**src/rtl/tseq_pkg.sv**
```systemverilog
`timescale 1ns/1ps
package tseq_pkg;

  typedef enum logic [2:0] {
    ST_IDLE, ST_PRE, ST_SENSE, ST_SETTLE, ST_CONV, ST_POST
  } tseq_state_e;

  typedef struct packed {
    logic [1:0] clk_sel;
    logic       res_10b;
    logic [2:0] pre_code;
    logic [2:0] pvs_code;
    logic [2:0] sns_code;
  } tseq_cfg_t;

  // delay tables in 4 MHz ticks
  localparam int unsigned PRE_TICKS [8] = '{80, 336, 1104, 1360, 4176, 4432, 5200, 5456};
  localparam int unsigned PVS_TICKS [8] = '{0, 400, 2000, 4000, 20000, 40000, 200000, 400000};
  // replaceable sense-wait table
  localparam int unsigned SNS_TICKS [8] = '{128, 384, 2176, 8320, 10624, 10880, 12928, 16512};

  // effective log2 division; illegal selections fall back to a legal one
  function automatic logic [1:0] eff_div_log2(input logic [1:0] sel, input logic res_10b);
    case (sel)
      2'b00:   eff_div_log2 = res_10b ? 2'd0 : 2'd1;
      2'b01:   eff_div_log2 = 2'd1;
      default: eff_div_log2 = 2'd2;
    endcase
  endfunction

  function automatic logic cfg_is_bad(input logic [1:0] sel, input logic res_10b);
    cfg_is_bad = (sel == 2'b11) || (sel == 2'b00 && !res_10b);
  endfunction

endpackage

```
**src/rtl/tseq_delay_lut.sv**
```systemverilog
`timescale 1ns/1ps
module tseq_delay_lut
  import tseq_pkg::*;
#(
  parameter int CNT_W = 19
) (
  input  tseq_state_e      phase_i,
  input  logic [2:0]       pre_code_i,
  input  logic [2:0]       pvs_code_i,
  input  logic [2:0]       sns_code_i,
  output logic [CNT_W-1:0] ticks_o
);

  always_comb begin
    case (phase_i)
      ST_PRE:    ticks_o = CNT_W'(PRE_TICKS[pre_code_i]);
      ST_SETTLE: ticks_o = CNT_W'(PVS_TICKS[pvs_code_i]);
      ST_POST:   ticks_o = CNT_W'(SNS_TICKS[sns_code_i]);
      default:   ticks_o = '0;
    endcase
  end

endmodule

```
**src/rtl/tseq_timer.sv**
```systemverilog
`timescale 1ns/1ps
module tseq_timer #(
  parameter int CNT_W = 19
) (
  input  logic             clk_i,
  input  logic             rst_ni,
  input  logic             load_i,
  input  logic [CNT_W-1:0] load_val_i,
  input  logic             tick_i,
  output logic             last_o
);

  logic [CNT_W-1:0] cnt_q;

  always_ff @(posedge clk_i or negedge rst_ni) begin
    if (!rst_ni)                      cnt_q <= '0;
    else if (load_i)                  cnt_q <= load_val_i;
    else if (tick_i && cnt_q != '0)   cnt_q <= cnt_q - CNT_W'(1);
  end

  // zero-length and one-tick loads both end on the next tick
  assign last_o = (cnt_q <= CNT_W'(1));


  no_underflow_chk: assert property (@(posedge clk_i) disable iff (!rst_ni)
    (!load_i && cnt_q == '0) |=> (cnt_q == '0));

endmodule

```
**src/rtl/tseq_adc_div.sv**
```systemverilog
`timescale 1ns/1ps
module tseq_adc_div #(
  parameter int BIT_W = 4
) (
  input  logic             clk_i,
  input  logic             rst_ni,
  input  logic             run_i,
  input  logic             tick_i,
  input  logic [1:0]       div_log2_i,
  input  logic [BIT_W-1:0] bits_i,
  output logic             adc_en_o,
  output logic             conv_last_o
);

  logic [1:0]       div_cnt_q;
  logic [1:0]       mask;
  logic [BIT_W-1:0] bit_cnt_q;

  always_comb begin
    case (div_log2_i)
      2'd0:    mask = 2'b00;
      2'd1:    mask = 2'b01;
      default: mask = 2'b11;
    endcase
  end

  assign adc_en_o    = run_i && tick_i && ((div_cnt_q & mask) == mask);
  assign conv_last_o = adc_en_o && (bit_cnt_q == bits_i - BIT_W'(1));

  always_ff @(posedge clk_i or negedge rst_ni) begin
    if (!rst_ni) begin
      div_cnt_q <= '0;
      bit_cnt_q <= '0;
    end else if (!run_i) begin
      div_cnt_q <= '0;
      bit_cnt_q <= '0;
    end else begin
      if (tick_i)   div_cnt_q <= div_cnt_q + 2'd1;
      if (adc_en_o) bit_cnt_q <= bit_cnt_q + BIT_W'(1);
    end
  end


  adc_spacing_chk: assert property (@(posedge clk_i) disable iff (!rst_ni)
    (adc_en_o && div_log2_i != 2'd0) |=> !adc_en_o);

endmodule

```
**src/rtl/touch_meas_seq.sv**
```systemverilog
`timescale 1ns/1ps
module touch_meas_seq
  import tseq_pkg::*;
#(
  parameter int CNT_W  = 19,  // must hold the largest table entry (400000)
  parameter int RES_HI = 12,
  parameter int RES_LO = 10
) (
  input  logic       clk_i,
  input  logic       rst_ni,
  input  logic       osc_tick_i,
  input  logic       start_i,
  input  logic [1:0] clk_sel_i,
  input  logic       res_10b_i,
  input  logic [2:0] pre_code_i,
  input  logic [2:0] pvs_code_i,
  input  logic [2:0] sns_code_i,
  output logic       precharge_o,
  output logic       sense_o,
  output logic       drv_en_o,
  output logic       conv_start_o,
  output logic       conv_busy_o,
  output logic       adc_clk_en_o,
  output logic       post_wait_o,
  output logic       done_o,
  output logic       busy_o,
  output logic       cfg_err_o
);

  localparam int BIT_W = $clog2(RES_HI + 1);

  tseq_state_e      state_q, state_d;
  tseq_cfg_t        cfg_q, cfg_in, cfg_sel;
  logic             accept;
  logic             tmr_last, conv_last, adc_en;
  logic             load;
  logic [CNT_W-1:0] load_val;
  logic             done_q, conv_start_q, cfg_err_q;
  logic [1:0]       div_log2;
  logic [BIT_W-1:0] bits;

  assign cfg_in  = '{clk_sel: clk_sel_i, res_10b: res_10b_i, pre_code: pre_code_i,
                     pvs_code: pvs_code_i, sns_code: sns_code_i};
  assign cfg_sel = (state_q == ST_IDLE) ? cfg_in : cfg_q;
  assign accept  = (state_q == ST_IDLE) && start_i;

  always_comb begin
    state_d = state_q;
    case (state_q)
      ST_IDLE:   if (start_i)                 state_d = ST_PRE;
      ST_PRE:    if (osc_tick_i && tmr_last)  state_d = ST_SENSE;
      ST_SENSE:  if (osc_tick_i)              state_d = ST_SETTLE;
      ST_SETTLE: if (osc_tick_i && tmr_last)  state_d = ST_CONV;
      ST_CONV:   if (conv_last)               state_d = ST_POST;
      ST_POST:   if (osc_tick_i && tmr_last)  state_d = ST_IDLE;
      default:                                state_d = ST_IDLE;
    endcase
  end

  assign load = (state_d != state_q);

  tseq_delay_lut #(.CNT_W(CNT_W)) u_lut (
    .phase_i    (state_d),
    .pre_code_i (cfg_sel.pre_code),
    .pvs_code_i (cfg_sel.pvs_code),
    .sns_code_i (cfg_sel.sns_code),
    .ticks_o    (load_val)
  );

  tseq_timer #(.CNT_W(CNT_W)) u_timer (
    .clk_i      (clk_i),
    .rst_ni     (rst_ni),
    .load_i     (load),
    .load_val_i (load_val),
    .tick_i     (osc_tick_i),
    .last_o     (tmr_last)
  );

  assign div_log2 = eff_div_log2(cfg_q.clk_sel, cfg_q.res_10b);
  assign bits     = cfg_q.res_10b ? BIT_W'(RES_LO) : BIT_W'(RES_HI);

  tseq_adc_div #(.BIT_W(BIT_W)) u_div (
    .clk_i       (clk_i),
    .rst_ni      (rst_ni),
    .run_i       (state_q == ST_CONV),
    .tick_i      (osc_tick_i),
    .div_log2_i  (div_log2),
    .bits_i      (bits),
    .adc_en_o    (adc_en),
    .conv_last_o (conv_last)
  );

  always_ff @(posedge clk_i or negedge rst_ni) begin
    if (!rst_ni) begin
      state_q      <= ST_IDLE;
      cfg_q        <= '0;
      done_q       <= 1'b0;
      conv_start_q <= 1'b0;
      cfg_err_q    <= 1'b0;
    end else begin
      state_q      <= state_d;
      if (accept) cfg_q <= cfg_in;
      done_q       <= (state_q == ST_POST) && (state_d == ST_IDLE);
      conv_start_q <= (state_q == ST_SETTLE) && (state_d == ST_CONV);
      if (accept && cfg_is_bad(clk_sel_i, res_10b_i)) cfg_err_q <= 1'b1;
    end
  end

  assign precharge_o  = (state_q == ST_PRE);
  assign sense_o      = (state_q == ST_SENSE);
  assign drv_en_o     = (state_q == ST_SETTLE) || (state_q == ST_CONV);
  assign conv_busy_o  = (state_q == ST_CONV);
  assign conv_start_o = conv_start_q;
  assign adc_clk_en_o = adc_en;
  assign post_wait_o  = (state_q == ST_POST);
  assign done_o       = done_q;
  assign busy_o       = (state_q != ST_IDLE);
  assign cfg_err_o    = cfg_err_q;


  phase_excl_chk: assert property (@(posedge clk_i) disable iff (!rst_ni)
    $onehot0({precharge_o, sense_o, drv_en_o, post_wait_o}));


  conv_start_chk: assert property (@(posedge clk_i) disable iff (!rst_ni)
    conv_start_o |-> (conv_busy_o && drv_en_o));


  err_sticky_chk: assert property (@(posedge clk_i) disable iff (!rst_ni)
    cfg_err_o |=> cfg_err_o);


  done_pulse_chk: assert property (@(posedge clk_i) disable iff (!rst_ni)
    done_o |-> (!busy_o && !$past(done_o)));


  no_restart_chk: assert property (@(posedge clk_i) disable iff (!rst_ni)
    (state_q != ST_IDLE && state_q != ST_PRE) |=> (state_q != ST_PRE));


  tick_freeze_chk: assert property (@(posedge clk_i) disable iff (!rst_ni)
    (!osc_tick_i && state_q != ST_IDLE) |=> $stable(state_q));

endmodule

```
**config.mk**
```make
export PLATFORM = sky130hd
export DESIGN_NAME = touch_meas_seq
export DESIGN_NICKNAME = d
export VERILOG_FILES = /design/src/rtl/tseq_pkg.sv /design/src/rtl/tseq_delay_lut.sv /design/src/rtl/tseq_timer.sv /design/src/rtl/tseq_adc_div.sv /design/src/rtl/touch_meas_seq.sv
export SDC_FILE = /design/constraint.sdc
export NUM_CORES = 1
export LEC_CHECK = 0
export BUFFER_PORTS_ARGS = -buffer_cell sky130_fd_sc_hd__buf_4
export CORE_ASPECT_RATIO = 1.1
export CORE_MARGIN = 10
export CORE_UTILIZATION = 46
export DETAILED_ROUTE_END_ITERATION = 8
export PLACE_DENSITY = 0.71
export SYNTH_ARGS = -nofsm -noshare
export SYNTH_HDL_FRONTEND = slang
export SYNTH_SLANG_ARGS = --single-unit
```
**constraint.sdc**
```tcl
create_clock -name clk_i -period 3.25 [get_ports clk_i]
set_input_delay 0.1625 -clock clk_i [delete_from_list [all_inputs] [get_ports clk_i]]
set_output_delay 0.1625 -clock clk_i [all_outputs]
set_load 0.01 [all_outputs]
```
After elaboration in Yosys (flattened, before gate mapping)
Memory sizes are Yosys's and may differ from the RTL's.
Cells that the tools add are included.
{"block": "word_totals", "in_bits": 16, "n_memories": 3, "register_bits": 43, "word_cells": 90, "rom_bits": 768}
{"name": "(no name shown)", "words": 8, "word_bits": 32, "read_ports": 1, "rd_clocked_by_memory_dff": 0, "wr": 0, "line": "tseq_delay_lut.sv:16", "source": "ST_PRE: ticks_o = CNT_W'(PRE_TICKS[pre_code_i]);"}
{"name": "(no name shown)", "words": 8, "word_bits": 32, "read_ports": 1, "rd_clocked_by_memory_dff": 0, "wr": 0, "line": "tseq_delay_lut.sv:17", "source": "ST_SETTLE: ticks_o = CNT_W'(PVS_TICKS[pvs_code_i]);"}
{"name": "(no name shown)", "words": 8, "word_bits": 32, "read_ports": 1, "rd_clocked_by_memory_dff": 0, "wr": 0, "line": "tseq_delay_lut.sv:18", "source": "ST_POST: ticks_o = CNT_W'(SNS_TICKS[sns_code_i]);"}
{"block": "classes", "n_eq_ne": 17, "bitwise_logic": 4, "mux": 25, "addsub": 4, "order_cmp": 4, "n_reduce_logical": 21}
{"op": "19-bit two-way mux", "count": 8}
{"op": "19-bit one-hot mux with 3 select lines", "count": 1}
{"op": "3-bit two-way mux", "count": 7}
{"op": "19-bit by 1-bit <= comparator with 1-bit output (second input constant)", "count": 1}
{"op": "19-bit nonzero test", "count": 1}
{"op": "19-bit by 1-bit subtractor with 19-bit output (second input constant)", "count": 1}
{"op": "3-bit one-hot mux with 6 select lines", "count": 1}
{"op": "3-bit == test (second input constant)", "count": 4}
{"op": "4-bit greater-or-equal comparator (second input constant)", "count": 3}
{"op": "3-bit inverter with 4-bit output", "count": 3}
{"op": "1-bit logical AND", "count": 10}
{"op": "3-bit by 2-bit == test with 1-bit output (second input constant)", "count": 3}
{"op": "9-bit two-way mux", "count": 1}
{"op": "4-bit two-way mux", "count": 2}
{"op": "2-bit one-hot mux with 2 select lines", "count": 2}
{"op": "3-bit by 1-bit == test with 1-bit output (second input constant)", "count": 2}
{"op": "2-bit logical NOT", "count": 3}
{"op": "3-bit logical NOT", "count": 2}
{"op": "4-bit by 1-bit adder with 4-bit output (second input constant)", "count": 1}
{"op": "2-bit by 1-bit == test with 1-bit output (second input constant)", "count": 2}
{"op": "4-bit == test", "count": 1}
{"op": "2-bit two-way mux", "count": 2}
{"op": "2-bit inequality test (second input constant)", "count": 2}
{"op": "4-bit by 1-bit subtractor with 4-bit output (second input constant)", "count": 1}
{"op": "10 further kinds", "count": 11}

Logic depth before layout (Yosys ltp)
{"block": "logic_depth", "depth_word": 13, "mapped_depth": 10}

Cells and area by module
From an unflattened synthesis, not the netlist that was laid out.
{"block": "hier_totals", "hier_cells": 324, "hier_area_um2": 3146.8}
{"mod": "tseq_timer", "area_each_um2": 1234.9, "cells_each": 132, "n_inst": 1}
{"mod": "touch_meas_seq", "area_each_um2": 978.4, "cells_each": 81, "n_inst": 1}
{"mod": "tseq_delay_lut", "area_each_um2": 516.7, "cells_each": 69, "n_inst": 1}
{"mod": "tseq_adc_div", "area_each_um2": 416.6, "cells_each": 42, "n_inst": 1}

Worst setup path before layout
OpenSTA, ideal clock, no wires.
{"block": "synth_path", "path_type": "register to register", "from": "reg state_q[1]", "to": "reg u_timer.cnt_q[6]", "required_time_ns": 3.185, "path_stages_with_launch": 10, "path_slack_ns": 0.767, "arrival_ns": 2.418, "path_buffers": 2, "path_cell_list": "dfrtp_1 -> buf_4 -> nor3_2 -> buf_2 -> mux2_2 -> ha_1 -> nand2_1 -> o21ai_0 -> a2111oi_0 -> mux2_2"}
{"block": "synth_via", "elab_chain_cells": 9}
{"element": "start, declared", "line": "touch_meas_seq.sv:32", "source": "tseq_state_e state_q, state_d;"}
{"element": "start signal, assigned", "line": "touch_meas_seq.sv:101", "source": "state_q <= state_d;"}
{"element": "3-bit == test", "line": "touch_meas_seq.sv:49, touch_meas_seq.sv:85"}
{"element": "1-bit logical AND (2 in series)", "line": "tseq_adc_div.sv:27", "source": "assign adc_en_o = run_i && tick_i && ((div_cnt_q & mask) == mask);"}
{"element": "1-bit logical AND", "line": "tseq_adc_div.sv:28", "source": "assign conv_last_o = adc_en_o && (bit_cnt_q == bits_i - BIT_W'(1));"}
{"element": "3-bit two-way mux", "line": "touch_meas_seq.sv:54", "source": "ST_CONV: if (conv_last) state_d = ST_POST;"}
{"element": "3-bit one-hot mux with 6 select lines", "line": "touch_meas_seq.sv:49", "source": "case (state_q)"}
{"element": "3-bit == test (tied with other cells)", "line": "tseq_delay_lut.sv:15", "source": "case (phase_i)"}
{"element": "19-bit one-hot mux with 3 select lines", "line": "tseq_delay_lut.sv:15"}
{"element": "19-bit two-way mux", "line": "tseq_timer.sv:17", "source": "else if (load_i) cnt_q <= load_val_i;"}
{"element": "end signal, assigned", "line": "tseq_timer.sv:17"}
{"element": "end signal, assigned", "line": "tseq_timer.sv:18", "source": "else if (tick_i && cnt_q != '0) cnt_q <= cnt_q - CNT_W'(1);"}
{"element": "end, declared", "line": "tseq_timer.sv:13", "source": "logic [CNT_W-1:0] cnt_q;"}
Parallel ways exist; a longest one is shown, timed or not. The select of a mux whose other input is x is not followed.
A chain may end at the register's enable or synchronous reset.

Worst setup path in the final report
{"block": "layout_path", "from": "reg state_q[1]", "to": "reg u_timer.cnt_q[4]"}
Same word-level chain as after synthesis.

==> flow_metrics.env <==
export IMPL_power_density_nw_per_um2=734.0
export IMPL_intPower_w=0.001305
export IMPL_slowest_delay_ns=0.53
export IMPL_post_route_period_util_pct=81.08
export IMPL_tightestPinTransition_ns=0.6399
export IMPL_place_area_sq_um=3027
export IMPL_dpl_cell_count=398
export IMPL_p_leak_nw=1.450
export IMPL_vias=2308
export IMPL_min_period_ns=2.635
export IMPL_mostFrequentLayoutCells="nand2_1 (60), dfrtp_1 (42), nor2_1 (30)"
export IMPL_synthAdderAreaFrac_pct=6.748
export IMPL_clock_latency_ns=0.29
export IMPL_crit_cells=5
export IMPL_setup_viol=0
export IMPL_fp_dieW_um=94.14
export IMPL_numCtsBuffers=5
export IMPL_ios=26
export IMPL_cts_root_buf="clkbuf_8"
export IMPL_critPathKind="flop to flop"
export IMPL_layout_commonest_cell="nand2_1"
export IMPL_async_flop_share_pct=100.0
export IMPL_placement_io_buffers=25
export IMPL_die_h_um=101.6
export IMPL_worstSetupStartpoint="state_q[1]"
export IMPL_ys_ff_latch=42
export IMPL_core_area_sq_um=5806
export IMPL_reg2reg_depth=5
export IMPL_synth_main_ff_cell="dfrtp_1"
export IMPL_switchingPower_w=0.0009907
export IMPL_synth_distinct_cells=63
export IMPL_cpLargestDelayFamily="compound AO/OA/AOI/OAI gates"
export IMPL_regToRegEndpoint="u_timer.cnt_q[4]"
export IMPL_critPathMaxFanout=11
export IMPL_cts_setup_buffers=0
export IMPL_numClockSinks=42
export IMPL_synth_seq_area_share_pct=37.79
export IMPL_cp_required_ns=3.46
export IMPL_drt_total_wl_um=6596
export IMPL_final_max_slew_violation_count=0
export IMPL_synth_area_per_cell_sq_um=9.149
export IMPL_synth_xor_area_share_pct=6.613
export IMPL_fp_dieArea_sq_um=9560
export IMPL_end_kind="flop"
export IMPL_post_cts_resized=0
export IMPL_synthSimpleGateAreaFrac_pct=26.41
export IMPL_drive_gt1_share_pct=16.97
export IMPL_instances_no_fill=407
export IMPL_drv_cap=0
export IMPL_seq_power_share_pct=38.7
export IMPL_drc=0
export IMPL_fin_area_sq_um=3128
export IMPL_synth_edf_count=0
export IMPL_via_per_inst=5.671
export IMPL_grt_total_usage_pct=14.39
export IMPL_hold_path_class="primary input to flop"
export IMPL_initialDrtViolationCount=173
export IMPL_ant_nets=0
export IMPL_reg2reg_slack_ns=0.61
export IMPL_relSlewSlack_pct=57.15
export IMPL_cp_cell_sequence="nor3_2 -> mux2i_1 -> ha_1 -> a2111oi_0 -> a2bb2oi_1"
export IMPL_synth_area_mux_share_pct=4.139
export IMPL_tns_ns=0
export IMPL_fmax_ghz=0.3795
export IMPL_synth_area_sq_um=2781
export IMPL_synth_top_family_by_area="simple AND/OR/NAND/NOR gates"
export IMPL_min_from="sns_code_i[0]"
export IMPL_rows=29
export IMPL_status="finished clean"
export IMPL_clk_pin_slew_ns=0.08
export IMPL_vdd_ir_drop_worst_mv=0.3852
export IMPL_p_sw_share_pct=43.15
export IMPL_grt_pass1_wl_um=11170
export IMPL_cts_hold_buf=1
export IMPL_cp_num_buf_inv=0
export IMPL_firstDrtPassIters=4
export IMPL_cp_arrival_ns=2.85
export IMPL_cts_buffer_depth=2
export IMPL_clock_skew_ns=0.006393
export IMPL_critPathSlowestCell="dfrtp_1"
export IMPL_num_antenna_cells=0
export IMPL_p_comb_share_pct=46.0
export IMPL_start_kind="flop"
export IMPL_cts_tree="built"
export IMPL_post_drt_wl_per_cell_um=16.21
export IMPL_antenna_found_initial=0
export IMPL_initial_utilization_pct=47.91
export IMPL_syn_num_nets=335
export IMPL_timing_rr_start="state_q[1]"
export IMPL_synth_compound_area_share_pct=15.11
export IMPL_hold_viol=0
export IMPL_globalplace_congestion=0.9553
export IMPL_rsz0062_at_grt="false"
export IMPL_final_net_count=360
export IMPL_endpoint="u_timer.cnt_q[4]"
export IMPL_grt_ovfl_total=0
export IMPL_synth_warning_count=0
export IMPL_cts_max_level=2
export IMPL_grt_pass1_vias=2310
export IMPL_grt_max_degree=43
export IMPL_n_fill_cell=550
export IMPL_syn_instance_count=304
export IMPL_area_delta_synth_final_pct=12.46
export IMPL_place_hpwl_um=5016
export IMPL_clkPwrFrac_pct=15.3
## worst min path at each step
stage	cells past startpoint	slack, ns	endpoint
after global placement	1	0.19	u_timer.cnt_q[14]
after detailed placement	1	0.19	u_timer.cnt_q[13]
after floorplan	0	-0.13	cfg_err_o
after global routing	3	0.07	cfg_q[3]
final	3	0.07	cfg_q[0]
after CTS	3	0.06	cfg_q[0]
## layout make-up
class	count	area [sq um]	share of cell area, %
sequential	42	1051	33.60
timing repair buffer	27	205.2	6.560
multi-input combinational	243	1642	52.48
inverter	10	42.54	1.360
tap	77	96.34	3.080
clock buffer	7	86.33	2.760
clock inverter	1	5.005	0.1600
## per-stage QoR
| stage | utilization (%) | hold slack [ns] | power, W | setup WS [ns] |
|---|---|---|---|---|
| after detailed placement | 52.13 | 0.1876 | 0.001938 | 0.6573 |
| after global routing | 53.88 | 0.06767 | 0.002486 | 0.4099 |
| after global placement | 52.13 | 0.1911 | 0.001914 | 0.7583 |
| final | 53.88 | 0.06650 | 0.002296 | 0.6150 |
| after floorplan | - | -0.1331 | 0.001651 | 0.7668 |
| after CTS | 53.88 | 0.05732 | 0.002300 | 0.6372 |
## synthesized netlist by cell type, types with 4 or more instances
master	instances	area share, %
and2_1	4	0.90
buf_2	4	0.72
dfrtp_1	42	38
ha_1	15	6.7
inv_1	9	1.2
mux2_2	4	1.6
mux2i_1	7	2.5
nand2_1	60	8.1
nand3_1	8	1.4
nand4_1	5	1.1
nor2_1	30	4.0
nor3_1	7	1.3
o21ai_0	12	2.2
xnor2_1	10	3.1
xor2_1	11	3.5
## power by group through the flow
stage / registers, W / clock network (W) / logic (W)
after CTS: 0.000886 / 0.000363 / 0.00105
final: 0.000888 / 0.000351 / 0.00106
after global routing: 0.000916 / 0.000383 / 0.00119
after global placement: 0.000888 / 0 / 0.00103
after detailed placement: 0.000895 / 0 / 0.00104
after floorplan: 0.000841 / 0 / 0.000809
## flip-flops by register name, indices dropped and copies added, names as in the netlist
name / flops
u_timer.cnt_q: 19
done_o: 1
cfg_err_o: 1
state_q: 3
u_div.bit_cnt_q: 4
cfg_q: 11
u_div.div_cnt_q: 2
conv_start_o: 1
## metal layers
metal | wire length (um) | global-route usage, % | vias up
li1 | - | - | 1112
met1 | 2857 | 18.06 | 1119
met2 | 3257 | 23.15 | 68
met3 | 347 | 2.737 | 9
met4 | 133 | 6.901 | 0
met5 | 0 | 0 | -
## tightest hold or removal path, stage by stage
cell and delay, ns:
buf_4 0.08, nand2_1 0.04, nand2_1 0.05
## kinds of logic after synthesis
logic type	count (synthesis)
adders and majority gates	15
DFF	42
and+or+nand+nor	145
muxes	11
xor gates and xnor gates	21
buffers and inverters	19
AOI/OAI and AO/OA	51
Power figures use the tool's default switching activity.
